$ cat config.mk
export PLATFORM = sky130hd
export DESIGN_NAME = clk_gen_div
export DESIGN_NICKNAME = d
export VERILOG_FILES = /design/src/rtl/clk_gen_div_pkg.sv /design/src/rtl/clk_gen_div_factor.sv /design/src/rtl/clk_gen_div_seq.sv /design/src/rtl/clk_gen_div_out.sv /design/src/rtl/clk_gen_div.sv
export SDC_FILE = /design/constraint.sdc
export NUM_CORES = 1
export LEC_CHECK = 0
export ABC_AREA = 1
export BUFFER_PORTS_ARGS = -buffer_cell sky130_fd_sc_hd__buf_2
export CAP_MARGIN = 20
export CORE_ASPECT_RATIO = 1.75
export CORE_MARGIN = 2
export CORE_UTILIZATION = 55
export CTS_BUF_LIST = sky130_fd_sc_hd__clkbuf_2 sky130_fd_sc_hd__clkbuf_4 sky130_fd_sc_hd__clkbuf_8
export DETAILED_ROUTE_END_ITERATION = 6
export PLACE_DENSITY = 0.75
export SLEW_MARGIN = 40
export SYNTH_ARGS = -nofsm -noshare
export SYNTH_HDL_FRONTEND = slang
export SYNTH_SLANG_ARGS = --single-unit
$ cat constraint.sdc
create_clock -name src_clk -period 4.2 [get_ports src_clk]
set_clock_uncertainty 0.15 [all_clocks]
set_input_delay 0.42 -clock src_clk [delete_from_list [all_inputs] [get_ports src_clk]]
set_output_delay 0.42 -clock src_clk [all_outputs]
set_load 0.005 [all_outputs]
$ cat src/rtl/clk_gen_div_pkg.sv
// Shared types for the clock generator divider.
package clk_gen_div_pkg;
    // Run state of the period sequencer.
    typedef enum logic {
        ST_IDLE = 1'b0,
        ST_RUN  = 1'b1
    } run_state_e;
endpackage

$ cat src/rtl/clk_gen_div_factor.sv
// Decodes the divide settings into a factor N, the high-phase length and the
// odd-factor correction flag.
// Assumes: combinational only; the power-of-two exponent is capped so that N
// fits into DIV_W+2 bits.
module clk_gen_div_factor #(
    parameter int DIV_W = 8
) (
    input  logic [DIV_W-1:0] div_val,
    input  logic             pow2_sel,
    input  logic             duty_fix,
    output logic [DIV_W+1:0] factor,
    output logic [DIV_W+1:0] high_cnt,
    output logic             odd_fix
);
    localparam int CNT_W   = DIV_W + 1;
    localparam int N_W     = DIV_W + 2;
    localparam int EXP_MAX = CNT_W - 1;

    logic [DIV_W-1:0] exp_c;

    // Choose the factor for the selected divide law.
    always_comb begin
        exp_c = (div_val > DIV_W'(EXP_MAX)) ? DIV_W'(EXP_MAX) : div_val;
        if (pow2_sel) begin
            factor = N_W'(1) << (exp_c + DIV_W'(1));
        end else if (div_val < DIV_W'(2)) begin
            factor = N_W'(1);
        end else begin
            factor = N_W'(div_val);
        end
    end

    // The high phase is floor(N/2) source cycles; correction applies to odd N above 1.
    always_comb begin
        high_cnt = factor >> 1;
        odd_fix  = duty_fix && factor[0] && (factor != N_W'(1));
    end
endmodule

$ cat src/rtl/clk_gen_div_seq.sv
// Period sequencer on the rising source edge. It counts source cycles within
// an output period, holds the active settings, and registers the high phase.
// Assumes: run_req and the decoded settings are synchronous to clk. Settings,
// starts and stops are accepted only at a period boundary.
module clk_gen_div_seq
    import clk_gen_div_pkg::*;
#(
    parameter int DIV_W = 8
) (
    input  logic             clk,
    input  logic             rst_n,
    input  logic             run_req,
    input  logic [DIV_W+1:0] factor,
    input  logic [DIV_W+1:0] high_cnt,
    input  logic             odd_fix,
    input  logic             oe_eff,
    output logic             running,
    output logic             period_end,
    output logic [DIV_W:0]   cnt,
    output logic [DIV_W+1:0] n_act,
    output logic [DIV_W+1:0] h_act,
    output logic             fix_act,
    output logic             oe_act,
    output logic             pos_q
);
    localparam int CNT_W = DIV_W + 1;
    localparam int N_W   = DIV_W + 2;

    run_state_e       state;
    logic [N_W-1:0]   cnt_ext;

    // Flag the last source cycle of the active period.
    always_comb begin
        cnt_ext    = {1'b0, cnt};
        running    = (state == ST_RUN);
        period_end = running && (cnt_ext == (n_act - N_W'(1)));
    end

    // Advance the count, and reload settings or stop at a period boundary.
    always_ff @(posedge clk) begin
        if (!rst_n) begin
            state   <= ST_IDLE;
            cnt     <= '0;
            n_act   <= N_W'(1);
            h_act   <= '0;
            fix_act <= 1'b0;
            oe_act  <= 1'b0;
            pos_q   <= 1'b0;
        end else if (state == ST_IDLE) begin
            if (run_req) begin
                state   <= ST_RUN;
                n_act   <= factor;
                h_act   <= high_cnt;
                fix_act <= odd_fix;
                oe_act  <= oe_eff;
                cnt     <= CNT_W'(factor - N_W'(1));
                pos_q   <= 1'b0;
            end
        end else if (period_end) begin
            cnt <= '0;
            if (run_req) begin
                n_act   <= factor;
                h_act   <= high_cnt;
                fix_act <= odd_fix;
                oe_act  <= oe_eff;
                pos_q   <= (high_cnt != '0);
            end else begin
                state <= ST_IDLE;
                pos_q <= 1'b0;
            end
        end else begin
            cnt   <= cnt + CNT_W'(1);
            pos_q <= ((cnt_ext + N_W'(1)) < h_act);
        end
    end
endmodule

$ cat src/rtl/clk_gen_div_out.sv
// Output stage: the falling-edge half-cycle extension, the glitch-free
// pass-through gate for a factor of 1, and the pin multiplexer.
// Assumes: running, fix_act, oe_act and pos_q change only just after a rising
// edge, so sampling them on the falling edge is free of glitches.
module clk_gen_div_out (
    input  logic clk,
    input  logic rst_n,
    input  logic running,
    input  logic n_is_one,
    input  logic fix_act,
    input  logic oe_act,
    input  logic pos_q,
    input  logic idle_val,
    output logic gen_clk,
    output logic pin_val
);
    logic neg_q;
    logic byp_q;
    logic sel_q;

    // Falling-edge stage: half-cycle extension, bypass gate and pin select.
    always_ff @(negedge clk) begin
        if (!rst_n) begin
            neg_q <= 1'b0;
            byp_q <= 1'b0;
            sel_q <= 1'b0;
        end else begin
            neg_q <= pos_q && fix_act;
            byp_q <= running && n_is_one;
            sel_q <= running && oe_act;
        end
    end

    // Combine the phases into the clock and choose the pin value.
    always_comb begin
        gen_clk = pos_q || neg_q || (clk && byp_q);
        pin_val = sel_q ? gen_clk : idle_val;
    end
endmodule

$ cat src/rtl/clk_gen_div.sv
// Top level of the programmable clock generator divider. It decides when the
// generator should run, decodes the divide settings and connects the
// sequencer to the output stage.
// Assumes: all inputs are synchronous to src_clk; the reset is synchronous,
// active low, and held for at least one full source cycle.
module clk_gen_div #(
    parameter int DIV_W = 8
) (
    input  logic             src_clk,
    input  logic             rst_n,
    input  logic             cfg_enable,
    input  logic             cfg_pow2,
    input  logic [DIV_W-1:0] cfg_div,
    input  logic             cfg_duty_fix,
    input  logic             cfg_pin_oe,
    input  logic             cfg_pin_idle,
    input  logic             cfg_stby_run,
    input  logic             cfg_src_is_pin,
    input  logic             standby_i,
    input  logic             periph_req_i,
    output logic             gen_clk_o,
    output logic             pin_o,
    output logic             pin_drive_o
);
    localparam int N_W = DIV_W + 2;

    logic             oe_eff;
    logic             run_req;
    logic [N_W-1:0]   factor;
    logic [N_W-1:0]   high_cnt;
    logic             odd_fix;
    logic             running;
    logic             period_end;
    logic [DIV_W:0]   cnt;
    logic [N_W-1:0]   n_act;
    logic [N_W-1:0]   h_act;
    logic             fix_act;
    logic             oe_act;
    logic             pos_q;

    // Decide whether the generator is wanted under the current conditions.
    always_comb begin
        oe_eff      = cfg_pin_oe && !cfg_src_is_pin;
        run_req     = cfg_enable && (oe_eff ? (!standby_i || cfg_stby_run) : periph_req_i);
        pin_drive_o = !cfg_src_is_pin;
    end

    clk_gen_div_factor #(.DIV_W(DIV_W)) u_factor (
        .div_val  (cfg_div),
        .pow2_sel (cfg_pow2),
        .duty_fix (cfg_duty_fix),
        .factor   (factor),
        .high_cnt (high_cnt),
        .odd_fix  (odd_fix)
    );

    clk_gen_div_seq #(.DIV_W(DIV_W)) u_seq (
        .clk        (src_clk),
        .rst_n      (rst_n),
        .run_req    (run_req),
        .factor     (factor),
        .high_cnt   (high_cnt),
        .odd_fix    (odd_fix),
        .oe_eff     (oe_eff),
        .running    (running),
        .period_end (period_end),
        .cnt        (cnt),
        .n_act      (n_act),
        .h_act      (h_act),
        .fix_act    (fix_act),
        .oe_act     (oe_act),
        .pos_q      (pos_q)
    );

    clk_gen_div_out u_out (
        .clk      (src_clk),
        .rst_n    (rst_n),
        .running  (running),
        .n_is_one (n_act == N_W'(1)),
        .fix_act  (fix_act),
        .oe_act   (oe_act),
        .pos_q    (pos_q),
        .idle_val (cfg_pin_idle),
        .gen_clk  (gen_clk_o),
        .pin_val  (pin_o)
    );
endmodule

# [Word-level counts from Yosys, hierarchy flattened]
# Index checks and enable logic that the tools add are counted.
[word_totals] register_bits=36 in_bits=19 out_inout_bits=3 elab_cells=66
[op_classes] addsub=5 order_cmp=3 eq_ne=4 shift=1 muxes=27 reduce_logical=16
[ops] op="10-bit 2-to-1 mux" n=7
[ops] op="9-bit 2-to-1 mux" n=3
[ops] op="8-bit 2-to-1 mux" n=2
[ops] op="1-bit 2-to-1 mux" n=15
[ops] op="9-bit by 1-bit adder with 10-bit output, second input constant" n=1
[ops] op="10-bit by 1-bit equality test with 1-bit output, second input constant" n=1
[ops] op="9-bit by 10-bit equality test with 1-bit output" n=1
[ops] op="10-bit < comparator" n=1
[ops] op="10-bit by 1-bit != test with 1-bit output, second input constant" n=1
[ops] op="10-bit nonzero test" n=1
[ops] op="1-bit by 8-bit left shift with 10-bit output, first input constant" n=1
[ops] op="10-bit by 1-bit subtractor with 10-bit output, second input constant" n=1
[ops] op="9-bit by 1-bit adder with 9-bit output, second input constant" n=1
[ops] op="1-bit logical AND" n=9
[ops] op="9-bit by 1-bit subtractor with 9-bit output, second input constant" n=1
[ops] op="8-bit by 1-bit adder with 8-bit output, second input constant" n=1
[ops] op="8-bit by 4-bit greater-than comparator with 1-bit output, second input constant" n=1
[ops] op="8-bit by 2-bit < comparator with 1-bit output, second input constant" n=1
[ops] op="1-bit logical OR" n=3
[ops] op="1-bit zero test" n=2
[ops] op="2-bit != test, second input constant" n=1
[ops] op="2-bit nonzero test" n=1

# [Depth between registers and ports, before layout]
# Gate-level depths: netlist of run 1.
[depth] word_depth=10 ltp_mapped=19 mapped_depth_nobuf=19

# [Cells and area by module]
# From an unflattened synthesis of run 1, not the netlist that was laid out.
[unflattened] hier_cells=479 area_unflattened_um2=2957.8
[by_module_without_submodules] mod="clk_gen_div_seq" instances=1 cells_each=361 area_per_inst_um2=2293.4 seq_area_each_um2=660.6
[by_module_without_submodules] mod="clk_gen_div_factor" instances=1 cells_each=81 area_per_inst_um2=470.5 seq_area_each_um2=0.0
[by_module_without_submodules] mod="clk_gen_div_out" instances=1 cells_each=18 area_per_inst_um2=116.4 seq_area_each_um2=60.1
[by_module_without_submodules] mod="clk_gen_div" instances=1 cells_each=19 area_per_inst_um2=77.6 seq_area_each_um2=0.0

==> results.txt, run 1 <==
The run finished with clean final reports. The DRC violation total after the first TritonRoute iteration is 55. The number of antenna cells inserted is 0. After detailed routing, the number of remaining DRC violations is 0. The post-synthesis sequential element count came out at 26. In this run the power spent charging and discharging nets is 0.320 mW. The kind of cell with the highest combined delay along the critical path is buffers and inverters. The die is 90.3 um tall. The transition time at the pin with the least slew margin came out at 430 ps. The required time reported for the critical path endpoint is 3630 ps.

The cell area after synthesis is 0.00234 mm^2. The type of element launching the critical path is a flop. Synthesis produced a netlist with a net count of 413. For this design, the slowest cell found on the critical path is dfxtp_1. The largest single stage delay on the critical path is 300 ps. The number of detailed-route iterations in the first pass came out at 4. The count of nets left with antenna violations once routing finished came out at 0. The layout-stage area growth over the synthesis result came out at 13.4%.

Final hold analysis gives a worst-case slack of 252 ps. The post-synthesis sequential area ratio came out at 22.3%. The number of placed cells counting well taps came out at 443.

The floorplan die width came out at 53.3 um. The via count of the first global-routing pass came out at 2582. The pre-CTS setup slack is 745 ps. Counting flops with an async set or reset pin after synthesis yields a share of 0%.

22 I/O pins were placed. Once layout is complete, the utilization of the core stands at 64.5%. The fraction of power spent switching nets is 35.6%.

The count of input and output buffers is 21. The routed wire length came out at 6460 um. The number of core rows is 31. The average instance area after synthesis is 6.15 um^2.

The count of yosys warnings during synthesis came out at 0. After synthesis, the most frequently instantiated cells are nor2_1 (69), nand2_1 (63), inv_1 (59). The post-CTS setup repair buffer count is 0.

After layout, the worst setup slack is 175 ps. For this design the static power due to leakage is 1.39 nW. The kind of critical path is reg2out. The area enclosed by the die boundary came out at 0.00481 mm^2. The share of the synthesized area in the top cell type came out at 22.3%. Dividing total power by cell area gives a power density of 338 mW/mm^2. The placeable core region came out at 0.00411 mm^2. The global route total overflow is 0. The largest fanout on the critical path is 2. The number of nets in the layout is 443.

The min-delay analysis places its worst path in the category in2reg. The post-layout instance count excluding filler cells came out at 459. The average wire per standard cell is 14.1 um.

The number of maximum-capacitance constraint violations came out at 0. The buffers plus inverters on the worst setup path is 3. The weighted congestion reported at the end of routability-driven placement came out at 0.876. The internal power of the cells totals 0.577 mW. After detailed placement, the total cell area comes to 0.00246 mm^2. The distinct cell type count after synthesis came out at 33. The share of total power dissipated in combinational logic is 30.2%. The first-pass GRT wire length is 11000 um.

The most numerous cell type found on the critical path is clkbuf_8. The final max-slew violation count was 0. The register share of total power came out at 33.3%.

Among all flip-flop cells after synthesis, the most frequent one is dfxtp_1. The per-cell via count in the routed design is 5.52. Once detailed placement completed, the half-perimeter wirelength came to 5050 um. The signal on the critical path passes through nand2_1, clkbuf_8, clkbuf_8, a31oi_1, buf_2. The clock network fraction of design power is 36.5%. The initial antenna violation count is 0. The combined global-route utilization of all metal layers is 31.4%. The clock tree from TritonCTS is done. The count of endpoints failing hold in the final timing report came out at 0. The post-route total power is 0.897 mW. The number of instances resized during post-cts repair came out at 0. The worst-case IR drop observed on VDD is 0.181 mV. The total via count in the routed design is 2532. The worst setup path is captured at a primary output. The final-layout setup total negative slack came out at 0 ps. The count of flip-flops with a built-in enable after synthesis is 0. The worst-skew pair later-pin latency came out at 380 ps. Sorting the synthesized cells by area gives the leading types as dfxtp_1 (22%), nor2_1 (11%), nand2_1 (10%).

The area of all placed cells without fillers came out at 0.00265 mm^2. In this run the tightest slew margin relative to its limit is 71.2%. Setup repair after global routing left no endpoint under its margin. Entering global routing, the biggest net connects 24 pins. After technology mapping, the gate count stands at 380. The fraction of final layout cells with drive strength greater than 1 came out at 13.2%.

For this configuration, the core starts out at a cell density of 56.9%. The count of hold buffers inserted by post-cts repair is 0. The final number of setup-violating endpoints came out at 0. Yosys instantiated no cell more often than nor2_1. The register clock-pin slew on the reported worst setup and hold paths is 90 ps. The data arrival time at the worst-slack endpoint came out at 3460 ps. The largest total area in the synthesized netlist belongs to dfxtp_1.
worst reg2reg max path: cells and delay by family, from the launching register on:
kind / cells / cell delay, ps
AND/OR/NAND/NOR: 2 / 310
adder cells (fa/ha/maj): 1 / 190
flip-flops: 1 / 470
worst paths after layout:
check	cells after the start	from	end	slack, ps
setup / recovery	5	u_out.byp_q	pin_o	170
setup reg to reg	3	u_seq.n_act[0]	u_out.byp_q	950
hold / removal	5	cfg_pin_oe	u_seq.oe_act	250
hold reg to reg	2	u_seq.oe_act	u_seq.oe_act	340
state kept, by name, summed over array words and instances (netlist names):
signal and count:
u_out.byp_q 1, u_out.neg_q 1, u_out.sel_q 1, u_seq.cnt 9
u_seq.fix_act 1, u_seq.n_act 10, u_seq.oe_act 1, u_seq.pos_q 1
u_seq.running 1
cell usage in the layout, fill, tap and decap left out, drive strengths merged, types with 3 or more instances in the layout:
master / instances
xor2: 13
inv: 63
buf: 22
dfxtp: 26
nand3b: 3
clkbuf: 14
o21ai: 24
nor2: 77
ha: 14
nand2: 68
a21oi: 15
nor3: 6
xnor2: 10
nand3: 34
nand4: 10
layer usage:
layer,wire length (um),track usage [%],vias to the layer above
met4,554,30.6,0
met5,0,0,-
met3,320,10.4,57
met1,2160,28.0,1120
li1,-,-,1268
met2,3420,50.6,87
power groups by stage:
stage | combinational, mW | sequential, mW | clock [mW]
floorplan | 0.212 | 0.294 | 0.00756
global placement | 0.263 | 0.302 | 0.00926
detailed placement | 0.267 | 0.303 | 0.00926
CTS | 0.270 | 0.298 | 0.329
global route | 0.308 | 0.302 | 0.341
finish | 0.271 | 0.299 | 0.327
area by class of cell:
type | count | area (um^2)
clock buffer | 16 | 190
multi-input combinational | 284 | 1540
inverter | 61 | 229
sequential | 26 | 520
timing repair buffer | 20 | 103
clock inverter | 3 | 11.3
fill | 403 | 1460
tap | 49 | 61.3
cells by family (layout without fill, tap and decap cells):
group / count (synthesis) / after routing / share of synthesized area, %
AND/OR/NAND/NOR: 203 / 203 / 39.8
AO/OA/AOI/OAI: 44 / 44 / 9.84
buffers and inverters: 70 / 100 / 12.0
adder cells (fa/ha/maj): 14 / 14 / 7.49
XOR/XNOR: 23 / 23 / 8.61
flip-flops: 26 / 26 / 22.3
(Power assumes the default switching activity.)
==> run 2, diff against run 1 <==
- CELL_PAD_IN_SITES_DETAIL_PLACEMENT: unset -> 0
- CELL_PAD_IN_SITES_GLOBAL_PLACEMENT: unset -> 1
- CORE_UTILIZATION: 55 -> 43
- PLACE_DENSITY: 0.75 -> 0.82
- clock period: 4.2 -> 3.9 ns (I/O delays scaled with it)
==> run 2 against run 1 <==
  * Non-clock buffer count is the same
  * First-iteration DRC count is 62% higher
  * Routed wire length is 9.9% higher
  * Clock power up 8.0%
  * Combinational power increased by 8.5%
  * Critical path type unchanged
  * Highest routed layer unchanged
  * Count of clock-buffer cells in the layout is 1 lower
  * Sequential power up 7.4%
  * Sequential cell count unchanged
  * Core utilization is 14 points lower
==> results.txt, run 2 (synthesis gave the netlist of run 1 again) <==
The run finished with clean final reports. The number of detailed-route iterations in the first pass is 4. The number of core rows is 35. The register ranked first by flip-flop count is u_seq.n_act. The area of all placed cells without fillers came out at 0.00266 mm^2.

The layout-stage area growth over the synthesis result came out at 13.9%. Among cell families on the critical path, the largest total delay comes from flip-flops. The count of boundary I/O pins is 22.

In this run the tool buffered the top-level ports with 21 buffer cells. The tightest min-delay check is of the in2reg type. The final-layout setup total negative slack is 0 ps.

The area used by sequential logic in the layout came out at 522 um^2. The critical path is of the reg2out type. The combined global-route utilization of all metal layers is 27.0%.

The post-layout instance count excluding filler cells came out at 464. Data arrives at the worst endpoint at 3250 ps. At the worst endpoint, the required time is 3360 ps. The standard cell with the maximum stage delay on the critical path is dfxtp_2. The placeable core region is 0.00526 mm^2. Leaving out fill and tap cells, the most frequent cell in the layout is nor2_1. Traced cell by cell, the critical path runs through nand2_2, clkbuf_8, a31oi_4, buf_2. The pin count of the biggest net entering global routing came out at 24. The first-pass GRT wire length came out at 11900 um. The placed cell area is 0.00247 mm^2.

Prior to clock tree synthesis, the placed netlist has a worst setup slack of 618 ps. In the layout the commonest cells are nor2_1 (69), nand2_1 (62), inv_1 (61). The area enclosed by the die boundary is 0.00607 mm^2. The initial antenna violation count came out at 0.

The number of flip-flops under the largest register name is 10. The number of fill cells is 595. The number of maximum-capacitance constraint violations is 0. The largest fanout on the critical path is 2.

The total via count in the routed design came out at 2459. The half-perimeter wire length of the detailed placement result came out at 5890 um. The nature of the critical path endpoint is a primary output.

The peak supply drop came out at 0.138 mV. At the pin with the least slew margin, the transition time is 613 ps. The worst relative slew slack came out at 58.8%. The utilization of the core after routing is 50.7%. The number of nets in the layout came out at 442. In this design, the stage delay of the slowest critical-path cell is 320 ps. The die is 102 um tall. The global route total overflow is 0. The count of endpoints failing hold in the final timing report is 0. At the later pin of the worst-skew pair, clock insertion delay measures 380 ps. The antenna violation net count after detailed routing is 0. The final max-slew violation count was 0. The final number of setup-violating endpoints is 0. The post-route worst hold slack is 224 ps.

For this run, design rule violations remaining after detail routing come to 0. The floorplan die width is 59.7 um. The number of antenna cells inserted came out at 0. The via count of the first global-routing pass was 2627.

In this run, placement finished with an instance count of 449. After detailed routing, the average wire length per cell comes to 15.3 um. The buffers plus inverters on the worst setup path came out at 2.

The total leakage power came out at 1.38 nW. The DRC violation total after the first TritonRoute iteration is 89. The worst setup path is launched from a flop. The congestion estimate from routability-driven global placement came to 0.953. The routed wire length came out at 7100 um. Setup repair after global routing left no endpoint under its margin. The fraction of final layout cells with drive strength greater than 1 is 13.7%. The initial utilization of the core area, before any placement, comes to 44.5%. The clock tree from TritonCTS is done. The design draws 0.968 mW. The register clock-pin slew on the reported worst setup and hold paths is 90 ps.

The post-CTS setup repair buffer count is 0. Once routing completed, OpenROAD measured the worst setup slack at 113 ps. In the final layout, the registers with the most flip-flops are u_seq.n_act (10), u_seq.cnt (9). The total area of multi-input combinational cells came out at 0.00155 mm^2. The per-cell via count in the routed design is 5.30. The total power divided by cell area came out at 363 mW/mm^2.
[run 2: timing repair]
| item | in CTS | in global routing |
|---|---|---|
| hold buffers | 0 | 0 |
| resized for setup | 4 | 0 |
| endpoints found under the setup margin | 2 | 0 |
[run 2: routing by layer]
layer / GRT usage, % / part of all wire [%] / vias to the layer above
met1: 23.0 / 34 / 1109
met3: 4.98 / 1.8 / 28
met5: 0 / 0 / -
met2: 50.8 / 59 / 54
li1: - / - / 1268
met4: 21.4 / 5.1 / 0
[run 2: final cells by class]
type                       count  share of cell area (%)
inverter                      61                    8.60
sequential                    26                    19.6
timing repair buffer          20                    3.85
clock inverter                 3                   0.423
multi-input combinational    284                    58.3
clock buffer                  15                    6.62
tap                           55                    2.58
[run 2: final timing paths]
path / end / slack (ps) / from / depth (start not counted)
max: pin_o / 110 / u_out.byp_q / 4
min: u_seq.oe_act / 220 / cfg_pin_oe / 5
min reg2reg: u_seq.fix_act / 340 / u_seq.fix_act / 2
max reg2reg: u_out.byp_q / 800 / u_seq.n_act[1] / 4
[run 2: power breakdown]
group / total, mW / switching (mW) / internal (mW)
Clock: 0.353 / 0.132 / 0.221
Sequential: 0.321 / 0.0315 / 0.290
Combinational: 0.294 / 0.183 / 0.111
Total: 0.968 / 0.346 / 0.622
[run 2: tightest hold or removal path, delay by kind of cell]
family | cells | cell delay (ps)
AOI/OAI and AO/OA | 1 | 70
and+or+nand+nor | 2 | 130
buffers and inverters | 2 | 140
